===== config.mk =====
export PLATFORM = sky130hd
export DESIGN_NAME = mdc_timer
export DESIGN_NICKNAME = d
export VERILOG_FILES = /design/src/rtl/mdc_pkg.sv /design/src/rtl/mdc_regs.sv /design/src/rtl/mdc_prescaler.sv /design/src/rtl/mdc_core.sv /design/src/rtl/mdc_timer.sv
export SDC_FILE = /design/constraint.sdc
export NUM_CORES = 1
export LEC_CHECK = 0
export ABC_AREA = 1
export BUFFER_PORTS_ARGS = -buffer_cell sky130_fd_sc_hd__buf_2
export CAP_MARGIN = 30
export CORE_MARGIN = 2
export CORE_UTILIZATION = 30
export DETAILED_ROUTE_END_ITERATION = 10
export GPL_TIMING_DRIVEN = 1
export MAX_ROUTING_LAYER = met4
export PLACE_DENSITY = 0.44
export SLEW_MARGIN = 10
export SYNTH_ARGS = -nofsm -noshare
export SYNTH_HDL_FRONTEND = slang
export SYNTH_HIERARCHICAL = 1
export SYNTH_SLANG_ARGS = --single-unit

===== constraint.sdc =====
create_clock -name clk -period 4.6 [get_ports clk]
set_clock_uncertainty 0.15 [all_clocks]
set_input_delay 0 -clock clk [delete_from_list [all_inputs] [get_ports clk]]
set_output_delay 0 -clock clk [all_outputs]
set_load 0.05 [all_outputs]

===== src/rtl/mdc_pkg.sv =====
package mdc_pkg;
  localparam int ADDR_W = 2;
  localparam logic [ADDR_W-1:0] ADDR_CTRL  = 2'd0;
  localparam logic [ADDR_W-1:0] ADDR_LOAD  = 2'd1;
  localparam logic [ADDR_W-1:0] ADDR_COUNT = 2'd2;
  localparam int CTRL_W = 5;

  typedef struct packed {
    logic       force_ld;
    logic [1:0] pre_sel;
    logic       periodic;
    logic       enable;
  } ctrl_t;
endpackage


===== src/rtl/mdc_regs.sv =====
module mdc_regs
  import mdc_pkg::*;
#(
  parameter int CNT_W = 16
) (
  input  logic              clk,
  input  logic              rst,
  input  logic              wr_en,
  input  logic [ADDR_W-1:0] wr_addr,
  input  logic [CNT_W-1:0]  wr_data,
  input  logic [ADDR_W-1:0] rd_addr,
  input  logic [CNT_W-1:0]  count,
  output logic              en_q,
  output logic              mode_q,
  output logic [1:0]        sel_q,
  output logic [CNT_W-1:0]  load_q,
  output logic              fl_pulse,
  output logic              ctrl_wr,
  output logic [CNT_W-1:0]  rd_data
);
  ctrl_t wr_ctrl;

  assign wr_ctrl  = ctrl_t'(wr_data[CTRL_W-1:0]);
  assign ctrl_wr  = wr_en && (wr_addr == ADDR_CTRL);
  assign fl_pulse = ctrl_wr && wr_ctrl.force_ld && wr_ctrl.enable;

  always_ff @(posedge clk) begin
    if (rst) begin
      en_q   <= 1'b0;
      mode_q <= 1'b0;
      sel_q  <= 2'd0;
      load_q <= '1;
    end else begin
      if (ctrl_wr) begin
        en_q   <= wr_ctrl.enable;
        mode_q <= wr_ctrl.periodic;
        sel_q  <= wr_ctrl.pre_sel;
      end
      if (wr_en && (wr_addr == ADDR_LOAD)) load_q <= wr_data;
    end
  end

  always_ff @(posedge clk) begin
    if (rst) begin
      rd_data <= '0;
    end else begin
      case (rd_addr)
        ADDR_CTRL:  rd_data <= CNT_W'({1'b0, sel_q, mode_q, en_q});
        ADDR_LOAD:  rd_data <= load_q;
        ADDR_COUNT: rd_data <= count;
        default:    rd_data <= '0;
      endcase
    end
  end
endmodule


===== src/rtl/mdc_prescaler.sv =====
module mdc_prescaler #(
  parameter int PRE_W = 4
) (
  input  logic       clk,
  input  logic       rst,
  input  logic       en,
  input  logic       restart,
  input  logic [1:0] sel,
  output logic       tick
);
  logic [PRE_W-1:0] phase_q;
  logic [PRE_W-1:0] last;

  always_comb begin
    case (sel)
      2'd0:    last = PRE_W'(0);
      2'd1:    last = PRE_W'(3);
      2'd2:    last = PRE_W'(7);
      default: last = PRE_W'(15);
    endcase
  end

  assign tick = en && (phase_q == last);

  always_ff @(posedge clk) begin
    if (rst || restart || !en) phase_q <= '0;
    else if (tick)             phase_q <= '0;
    else                       phase_q <= phase_q + 1'b1;
  end
endmodule


===== src/rtl/mdc_core.sv =====
module mdc_core #(
  parameter int CNT_W = 16
) (
  input  logic             clk,
  input  logic             rst,
  input  logic             en,
  input  logic             periodic,
  input  logic             tick,
  input  logic             force_ld,
  input  logic [CNT_W-1:0] load_val,
  input  logic             flag_clr,
  output logic [CNT_W-1:0] count_q,
  output logic             flag_q
);
  localparam logic [CNT_W-1:0] ONE = {{(CNT_W-1){1'b0}}, 1'b1};

  always_ff @(posedge clk) begin
    if (rst) begin
      count_q <= '1;
      flag_q  <= 1'b0;
    end else begin
      if (force_ld)     count_q <= load_val;
      else if (!en)     count_q <= '1;
      else if (tick) begin
        if (count_q == '0) count_q <= periodic ? load_val : count_q;
        else               count_q <= count_q - 1'b1;
      end
      if (en && !force_ld && tick && (count_q == ONE)) flag_q <= 1'b1;
      else if (flag_clr)                                flag_q <= 1'b0;
    end
  end
endmodule


===== src/rtl/mdc_timer.sv =====
module mdc_timer
  import mdc_pkg::*;
#(
  parameter int CNT_W = 16
) (
  input  logic              clk,
  input  logic              rst,
  input  logic              wr_en,
  input  logic [ADDR_W-1:0] wr_addr,
  input  logic [CNT_W-1:0]  wr_data,
  input  logic [ADDR_W-1:0] rd_addr,
  output logic [CNT_W-1:0]  rd_data,
  input  logic              flag_clr,
  output logic              zero_flag
);
  logic             en_q, mode_q, fl_pulse, ctrl_wr, tick;
  logic [1:0]       sel_q;
  logic [CNT_W-1:0] load_q, count_q;

  mdc_regs #(.CNT_W(CNT_W)) u_regs (
    .clk(clk), .rst(rst), .wr_en(wr_en), .wr_addr(wr_addr), .wr_data(wr_data),
    .rd_addr(rd_addr), .count(count_q), .en_q(en_q), .mode_q(mode_q),
    .sel_q(sel_q), .load_q(load_q), .fl_pulse(fl_pulse), .ctrl_wr(ctrl_wr),
    .rd_data(rd_data)
  );

  mdc_prescaler #(.PRE_W(4)) u_pre (
    .clk(clk), .rst(rst), .en(en_q), .restart(fl_pulse), .sel(sel_q), .tick(tick)
  );

  mdc_core #(.CNT_W(CNT_W)) u_core (
    .clk(clk), .rst(rst), .en(en_q), .periodic(mode_q), .tick(tick),
    .force_ld(fl_pulse), .load_val(load_q), .flag_clr(flag_clr),
    .count_q(count_q), .flag_q(zero_flag)
  );
endmodule


==> results of run 1 <==
==> flip-flops by register name (all words and copies together) (netlist names) <==
name            flops
u_pre/phase_q       4
u_core/flag_q       1
u_regs/rd_data     16
u_core/count_q     16
u_regs/load_q      16
u_regs/sel_q        2
u_regs/en_q         1
u_regs/mode_q       1
==> metrics by stage <==
| step | worst slack (ns) | cell area (µm²) | utilization, % | power, mW |
|---|---|---|---|---|
| finish | 2.12 | 4220 | 38.8 | 1.17 |
| CTS | 2.11 | 4220 | 38.8 | 1.19 |
| global placement | 2.32 | 3610 | 33.1 | 0.694 |
| detailed placement | 2.21 | 3610 | 33.1 | 0.695 |
| global route | 1.85 | 4220 | 38.8 | 1.23 |
| floorplan | 2.96 | 3350 | - | 0.651 |
==> power by group <==
part | internal [mW] | switching (mW) | leakage, nW
sequential | 0.516 | 0.0204 | 0.467
combinational | 0.0606 | 0.108 | 1.56
clock | 0.260 | 0.208 | 0.102
==> worst max-delay path: stages <==
cell and delay [ns]:
dlygate4sd3_1 0.53, buf_2 0.13, nor2_1 0.24, nand3_1 0.13
nor2_1 0.28, nor2_2 0.07, buf_4 0.25, inv_1 0.15
nor2_1 0.05, nand3_1 0.10, a21oi_1 0.07, dlygate4sd3_1 0.57
==> cell usage in the layout, fill, tap and decap left out, types with 2 or more instances in the layout <==
master / count
clkinv_1: 2
nor2_2: 3
o21ai_0: 4
a21oi_1: 15
nand3_2: 2
nand2_4: 2
buf_2: 40
nor2_8: 2
inv_2: 4
nand3_1: 85
nand3b_1: 4
ha_1: 4
nand4_1: 16
nor2_4: 2
inv_1: 57
dfxtp_1: 57
dlygate4sd3_1: 42
xnor2_1: 3
nor2_1: 74
nand2_1: 165
xor2_1: 2
clkbuf_8: 10
clkinv_2: 4
nand2_2: 5
==> path summary, 6_finish.rpt <==
path	to	slack [ns]	cells past startpoint
worst max-delay path	u_core/flag_q	2.12	12
worst min-delay path	u_regs/mode_q	0.16	5
worst max register to register	u_core/flag_q	2.42	8
worst min register to register	u_pre/phase_q[0]	0.32	1
==> cell families after synthesis <==
| family | synth area share (%) |
|---|---|
| xor+xnor | 1.31 |
| simple gates | 49.4 |
| fa+ha+maj | 1.49 |
| flops | 34.1 |
| compound gates | 2.84 |
| buf+inv | 10.9 |
==> per-layer routing <==
metal	wire [µm]	up-vias	GRT usage [%]
met1	4930	1560	24.3
met3	341	11	3.32
met4	148	0	6.51
li1	-	1828	-
met5	0	-	-
met2	4360	61	27.6
==> what timing repair did <==
item	CTS	global route
hold endpoints to repair	36	0
hold buffers	42	0
setup buffers	0	0
==> final cells by class <==
class	count	area [µm²]	area share, %
clock buffers	10	138	3.26
clock inverters	6	57.6	1.36
inverters	63	236	5.60
multi-input cells	392	1850	43.7
repair buffers	83	628	14.9
well taps	140	175	4.15
flip-flops and latches	57	1140	27.0
==> flow_summary.toml, run 1 <==
[global_routing]
grt_max_degree = 32
grt-ovfl-total = 0
grt_pass1_vias = 3287
grt_usage_pct = 18.2
grt_antenna_before_repair = 0
grt_pass1_wl_um = 16100

[detailed_routing]
wl_per_cell_um = 13.0
drc_errors = 0
routed_wl_um = 9780
detail-route-antenna-nets = 0
drt_iter0_drc = 265
drtPass1Iterations = 5
viasPerCell = 4.61
vias = 3460

[place]
dp_hpwl_um = 6890
port_buffers = 40
gp_congestion = 0.743
place_inst = 693

[timing]
setup-violations-final = 0
slew_violations = 0
finalCritPeriodShare_pct = 53.8
timing.fmax_mhz = 404
min_period_ns = 2.48
whs_ns = 0.162
rsz0062_at_grt = "no"
max_slew_margin_pct = 53.9
finalSetupTns_ns = 0
worst_slew_pin_slew_ns = 0.691
finalHoldViolCount = 0

[synth]
ys_seq_area_share_pct = 34.1
synth_warnings = 6
synth_edf_count = 0
syn_area_per_cell_um2 = 6.28
synth_top_area_share_pct = 34.1
synthTopCellsByArea = "dfxtp_1 (34%), nand2_1 (18%), nand3_1 (13%)"
ys.flop_type = "dfxtp_1"
ys_async_sr_fraction_pct = 0
synth_cells = 533
netlist_area_um2 = 3350
yosysTopAreaCell = "dfxtp_1"
ys_types = 29
synthTopCellsByCount = "nand2_1 (165), nand3_1 (85), nor2_1 (75)"
syn_nets = 561
synth_seq_cells = 57
yosysMostFrequentCell = "nand2_1"

[clock_tree]
cts_buffers = 9
root_buffer = "clkbuf_8"
cts.clk_slew.worst_paths_ns = 0.06
cts_sinks = 57
clk_latency_ns = 0.35
cts_tree = "built"
cts_max_path_buffers = 2
cts_resized = 0
htree_levels = 3

[finish]
areaGrowthSynthToFinish_pct = 26.0
layout-drive-gt1-share_pct = 13.3
antenna_cells = 0
nNetsFinal = 634
fill_cells = 1168
final_cells = 751

[setup_path]
timing.critical_path.from = "wr_addr[1]"
r2r-start = "u_regs/en_q"
crit_path_end_kind = "register"
cp-start-kind = "input port"
cp_max_fo = 31
required_ns = 4.68
worstPathArrival_ns = 2.56
worstSetupPathType = "in2reg"

[die]
die_w_um = 110
rows = 38
start_util_pct = 30.8
io_pins = 41
die_area_um2 = 12000
die_y_um = 110
core_area_um2 = 10900

[power_and_ir_drop]
power.density_nw_per_um2 = 278
vdd_drop_max_mv = 0.192
power_leakage_nw = 2.13

[min_path]
hp-class = "in2reg"
hold_start = "wr_addr[0]"

[job]
cap_violations = 0

[status]
status = "complete, no violations"
Note: power is estimated with default switching activity, not from simulation.
==> run 2: changes to the inputs <==
- PLACE_DENSITY: 0.44 -> 0.45
- clock period: 4.6 -> 2 ns (I/O delays scaled with it)
==> flow_summary.toml, run 2 (same netlist as run 1, synthesis figures left out) <==
[status]
status = "complete, no violations"

[min_path]
hp-class = "in2reg"

[clock_tree]
cts.clk_slew.worst_paths_ns = 0.07
cts_tree = "built"
cts_buffers = 9
clk_latency_ns = 0.35
post-cts-setup-buffers = 0
htree_levels = 3
root_buffer = "clkbuf_8"
cts_sinks = 57
cts_max_path_buffers = 2

[global_routing]
grt_antenna_before_repair = 0
grt_pass1_vias = 3257
grt_max_degree = 24
grt-ovfl-total = 0
grt_pass1_wl_um = 16700
grt_usage_pct = 19.1

[timing]
finalSetupTns_ns = 0
fin_ws_ns = 0.145
finalCritPeriodShare_pct = 92.8
slew_violations = 0
timing.fmax_mhz = 539
min_period_ns = 1.86
max_slew_margin_pct = 51.7
setup-violations-final = 0
finalHoldViolCount = 0
whs_ns = 0.300
rsz0062_at_grt = "no"
worst_slew_pin_slew_ns = 0.724

[die]
start_util_pct = 30.8
core_area_um2 = 10900
die_w_um = 110
die_y_um = 110
io_pins = 41
die_area_um2 = 12000
rows = 38

[setup_path]
cp_max_fo = 16
cp-start-kind = "register"
worstSetupPathType = "reg2reg"
worstPathArrival_ns = 1.95
required_ns = 2.10
crit_path_end_kind = "register"

[finish]
areaGrowthSynthToFinish_pct = 28.7
fin_util_pct = 39.6
fill_cells = 1165
nNetsFinal = 643
final_common_cell = "nand2_1"
antenna_cells = 0
layout-drive-gt1-share_pct = 17.1
layout_common_cells = "nand2_1 (164), nand3_1 (85), nor2_1 (74)"
reg_top3 = "u_core/count_q: 16 flops, u_regs/load_q: 16 flops, u_regs/rd_data: 16 flops"
final_cells = 760

[place]
dp_hpwl_um = 7300
place_inst = 716
dpl_worst_slack_ns = 0.0417
port_buffers = 40
gp_congestion = 0.853

[detailed_routing]
drtPass1Iterations = 5
viasPerCell = 4.65
drt_iter0_drc = 236
wl_per_cell_um = 13.6
routed_wl_um = 10300
detail-route-antenna-nets = 0
drc_errors = 0
vias = 3535

[power_and_ir_drop]
vdd_drop_max_mv = 0.368
power.density_nw_per_um2 = 676
power_leakage_nw = 2.23

[job]
cap_violations = 0
[run 2: changes by cell type in the layout (fill, tap and decap cells not counted), moves of 2 or more]
cell           change
buf_4             +23
clkbuf_8           +2
clkinv_2           -3
dlygate4sd3_1     -14
[run 2: worst max-delay path: stages, from the launching register on]
cell	delay (ns)
dfxtp_1	0.34
inv_1	0.14
ha_1	0.22
nand2_2	0.11
nor2_8	0.22
nand4_2	0.20
nand2_8	0.19
nor2_1	0.06
nand2_1	0.08
nand2_1	0.05
[run 2: final timing paths]
kind	startpoint	end	slack, ns	cells after the start
setup / recovery	u_core/count_q[0]	u_core/count_q[9]	0.14	9
hold / removal	flag_clr	u_core/flag_q	0.30	5
setup reg to reg	u_core/count_q[0]	u_core/count_q[9]	0.14	9
hold reg to reg	u_core/flag_q	u_core/flag_q	0.31	2
[run 2: area by class of cell]
cell class              instances  area (µm²)  share of cell area, %
multi-input cells             392        1860                   43.1
flip-flops and latches         57        1140                   26.5
repair buffers                 92         661                   15.3
inverters                      63         236                   5.49
well taps                     140         175                   4.07
clock buffers                  12         165                   3.83
clock inverters                 4        73.8                   1.71
[run 2: repair_timing]
action,in CTS,in global routing
hold buffers,28,0
resized for setup,0,3
hold endpoints to repair,37,0
endpoints found under the setup margin,0,11
[run 2: routing by layer]
metal  vias up  track usage [%]  part of all wire, %
met4         0             6.51                  1.3
met2        98             29.8                   46
met5         -                -                    0
met1      1584             25.4                   47
li1       1845                -                    -
met3         8             2.90                  5.5
[run 2: report_power, final]
part	internal [mW]	switching [mW]
logic	0.147	0.260
clock network	0.803	0.477
registers	1.19	0.0409
[run 2: metrics by stage]
stage               instance area (µm²)  total power [mW]
finish                             4310              2.91
global route                       4310              3.05
CTS                                4300              2.96
detailed placement                 3780              1.62
global placement                   3780              1.61
floorplan                          3350              1.50
==> run 3: changes to the inputs <==
- CTS_CLUSTER_SIZE: not set -> 14
- GPL_TIMING_DRIVEN: 1 -> 0
- MAX_ROUTING_LAYER: met4 -> not set
==> flow_summary.toml, run 3 (same netlist as run 1, synthesis figures left out) <==
[status]
status = "complete, no violations"

[timing]
max_slew_margin_pct = 65.8
timing.fmax_mhz = 534
finalCritPeriodShare_pct = 93.6
setup-violations-final = 0
finalSetupTns_ns = 0
min_period_ns = 1.87
slew_violations = 0
finalHoldViolCount = 0
worst_slew_pin_slew_ns = 0.513

[detailed_routing]
detail-route-antenna-nets = 0
drtPass1Iterations = 4
wl_per_cell_um = 13.3
vias = 3517
viasPerCell = 4.60
drt_iter0_drc = 141
routed_wl_um = 10200
drc_errors = 0

[global_routing]
globalRouteMet3Util_pct = 2.31
grt_usage_pct = 18.7
top_usage_layer = "met2"
grtUsageMet1_pct = 25.5
grt_pass1_wl_um = 16900
grt_antenna_before_repair = 0
grt-ovfl-total = 0
grt_max_degree = 11
global_route.usage.met2_pct = 29.3
grt_pass1_vias = 3411

[finish]
multi_input_area_um2 = 1840
fill_cells = 1189
antenna_cells = 0
layout-drive-gt1-share_pct = 14.7
regArea_um2 = 1140
reg_top3 = "u_core/count_q: 16 flops, u_regs/load_q: 16 flops, u_regs/rd_data: 16 flops"
areaGrowthSynthToFinish_pct = 28.1
final_common_cell = "nand2_1"
final_cells = 765
nNetsFinal = 649
layout_common_cells = "nand2_1 (165), nand3_1 (85), nor2_1 (75)"

[clock_tree]
cts_buffers = 9
cts_sinks = 57
clk_latency_ns = 0.35
htree_levels = 3
cts.clk_slew.worst_paths_ns = 0.07
cts_max_path_buffers = 2
root_buffer = "clkbuf_8"
cts_tree = "built"

[setup_path]
crit_path_end_kind = "register"
rr_endpoint = "u_core/count_q[2]"
cp-start-kind = "register"
cp.buffers_inverters = 2
r2r-start = "u_core/count_q[0]"
crit_family = "simple AND/OR/NAND/NOR gates"
path_cells = "inv_2 -> ha_1 -> nand2_2 -> nor2_8 -> nand2_1 -> buf_2 -> nand2_1 -> nand3_1 -> nand3_1 -> nand2_1"
critPathMaxStageDelay_ns = 0.36
worstPathArrival_ns = 1.97
reg2reg_setup_slack_ns = 0.13
required_ns = 2.10
cp_max_fo = 10
ff2ff_path_depth = 10
crit_slowest_cell = "dfxtp_1"
crit_top_cell = "nand2_1"
worstSetupPathType = "reg2reg"

[place]
dp_hpwl_um = 7770
place_inst = 712
gp_congestion = 0.874
port_buffers = 39

[min_path]
min_delay_worst_endpoint = "u_regs/mode_q"
hold_start = "wr_en"
hold_depth = 5
hp-class = "in2reg"

[die]
start_util_pct = 30.8
io_pins = 41
rows = 38
core_area_um2 = 10900
die_area_um2 = 12000
die_w_um = 110
die_y_um = 110

[job]
cap_violations = 0

[power_and_ir_drop]
power_leakage_nw = 2.17
power.density_nw_per_um2 = 627
vdd_drop_max_mv = 0.315
[run 3: cell type report]
type / instances / share of cell area (%)
multi-input cells: 392 / 43.0
flip-flops and latches: 57 / 26.6
repair buffers: 78 / 13.5
inverters: 63 / 5.51
well taps: 140 / 4.08
clock buffers: 10 / 2.97
plain buffers: 20 / 2.97
clock inverters: 5 / 1.34
[run 3: routing by layer]
layer | part of all wire [%] | vias to the layer above
met4 | 2.5 | 0
met5 | 0 | -
li1 | - | 1854
met1 | 49 | 1573
met2 | 45 | 72
met3 | 3.3 | 18
[run 3: worst max path at each step]
stage,from,end,cells past startpoint
2_1_floorplan,u_core/count_q[0],u_core/count_q[5],10
3_3_place_gp,wr_en,u_core/count_q[13],11
3_5_place_dp,wr_en,u_core/count_q[4],10
4_1_cts,u_core/count_q[0],u_core/count_q[6],10
5_1_grt,u_core/count_q[5],u_core/count_q[9],8
6_report,u_core/count_q[0],u_core/count_q[2],10
[run 3: worst register-to-register path: cells and delay by family (launching register included)]
kind	cells	cell delay, ns
AND/OR/NAND/NOR	7	0.72
buffers and inverters	2	0.33
flip-flops	1	0.36
adder cells (fa/ha/maj)	1	0.22
[run 3: repair_timing]
item | CTS | global route
buffers inserted | 0 | 2
hold buffers | 37 | 0
resized for setup | 0 | 7
hold endpoints to repair | 32 | 0
endpoints found under the setup margin | 0 | 19
[run 3: power breakdown]
part / internal [mW] / switching (mW)
Clock: 0.565 / 0.484
Combinational: 0.151 / 0.252
Sequential: 1.19 / 0.0492
[run 3: per-stage QoR]
stage	area, µm²	setup slack, ns	util [%]	hold WS (ns)	power (mW)
2_1_floorplan	3350	0.357	-	-0.0809	1.50
3_3_place_gp	3720	-0.204	34.2	0.107	1.61
3_5_place_dp	3720	-0.180	34.2	0.116	1.62
4_1_cts	4280	0.0549	39.3	0.0896	2.73
5_1_grt	4290	-0.00393	39.4	0.128	2.83
6_report	4290	0.128	39.4	0.105	2.69
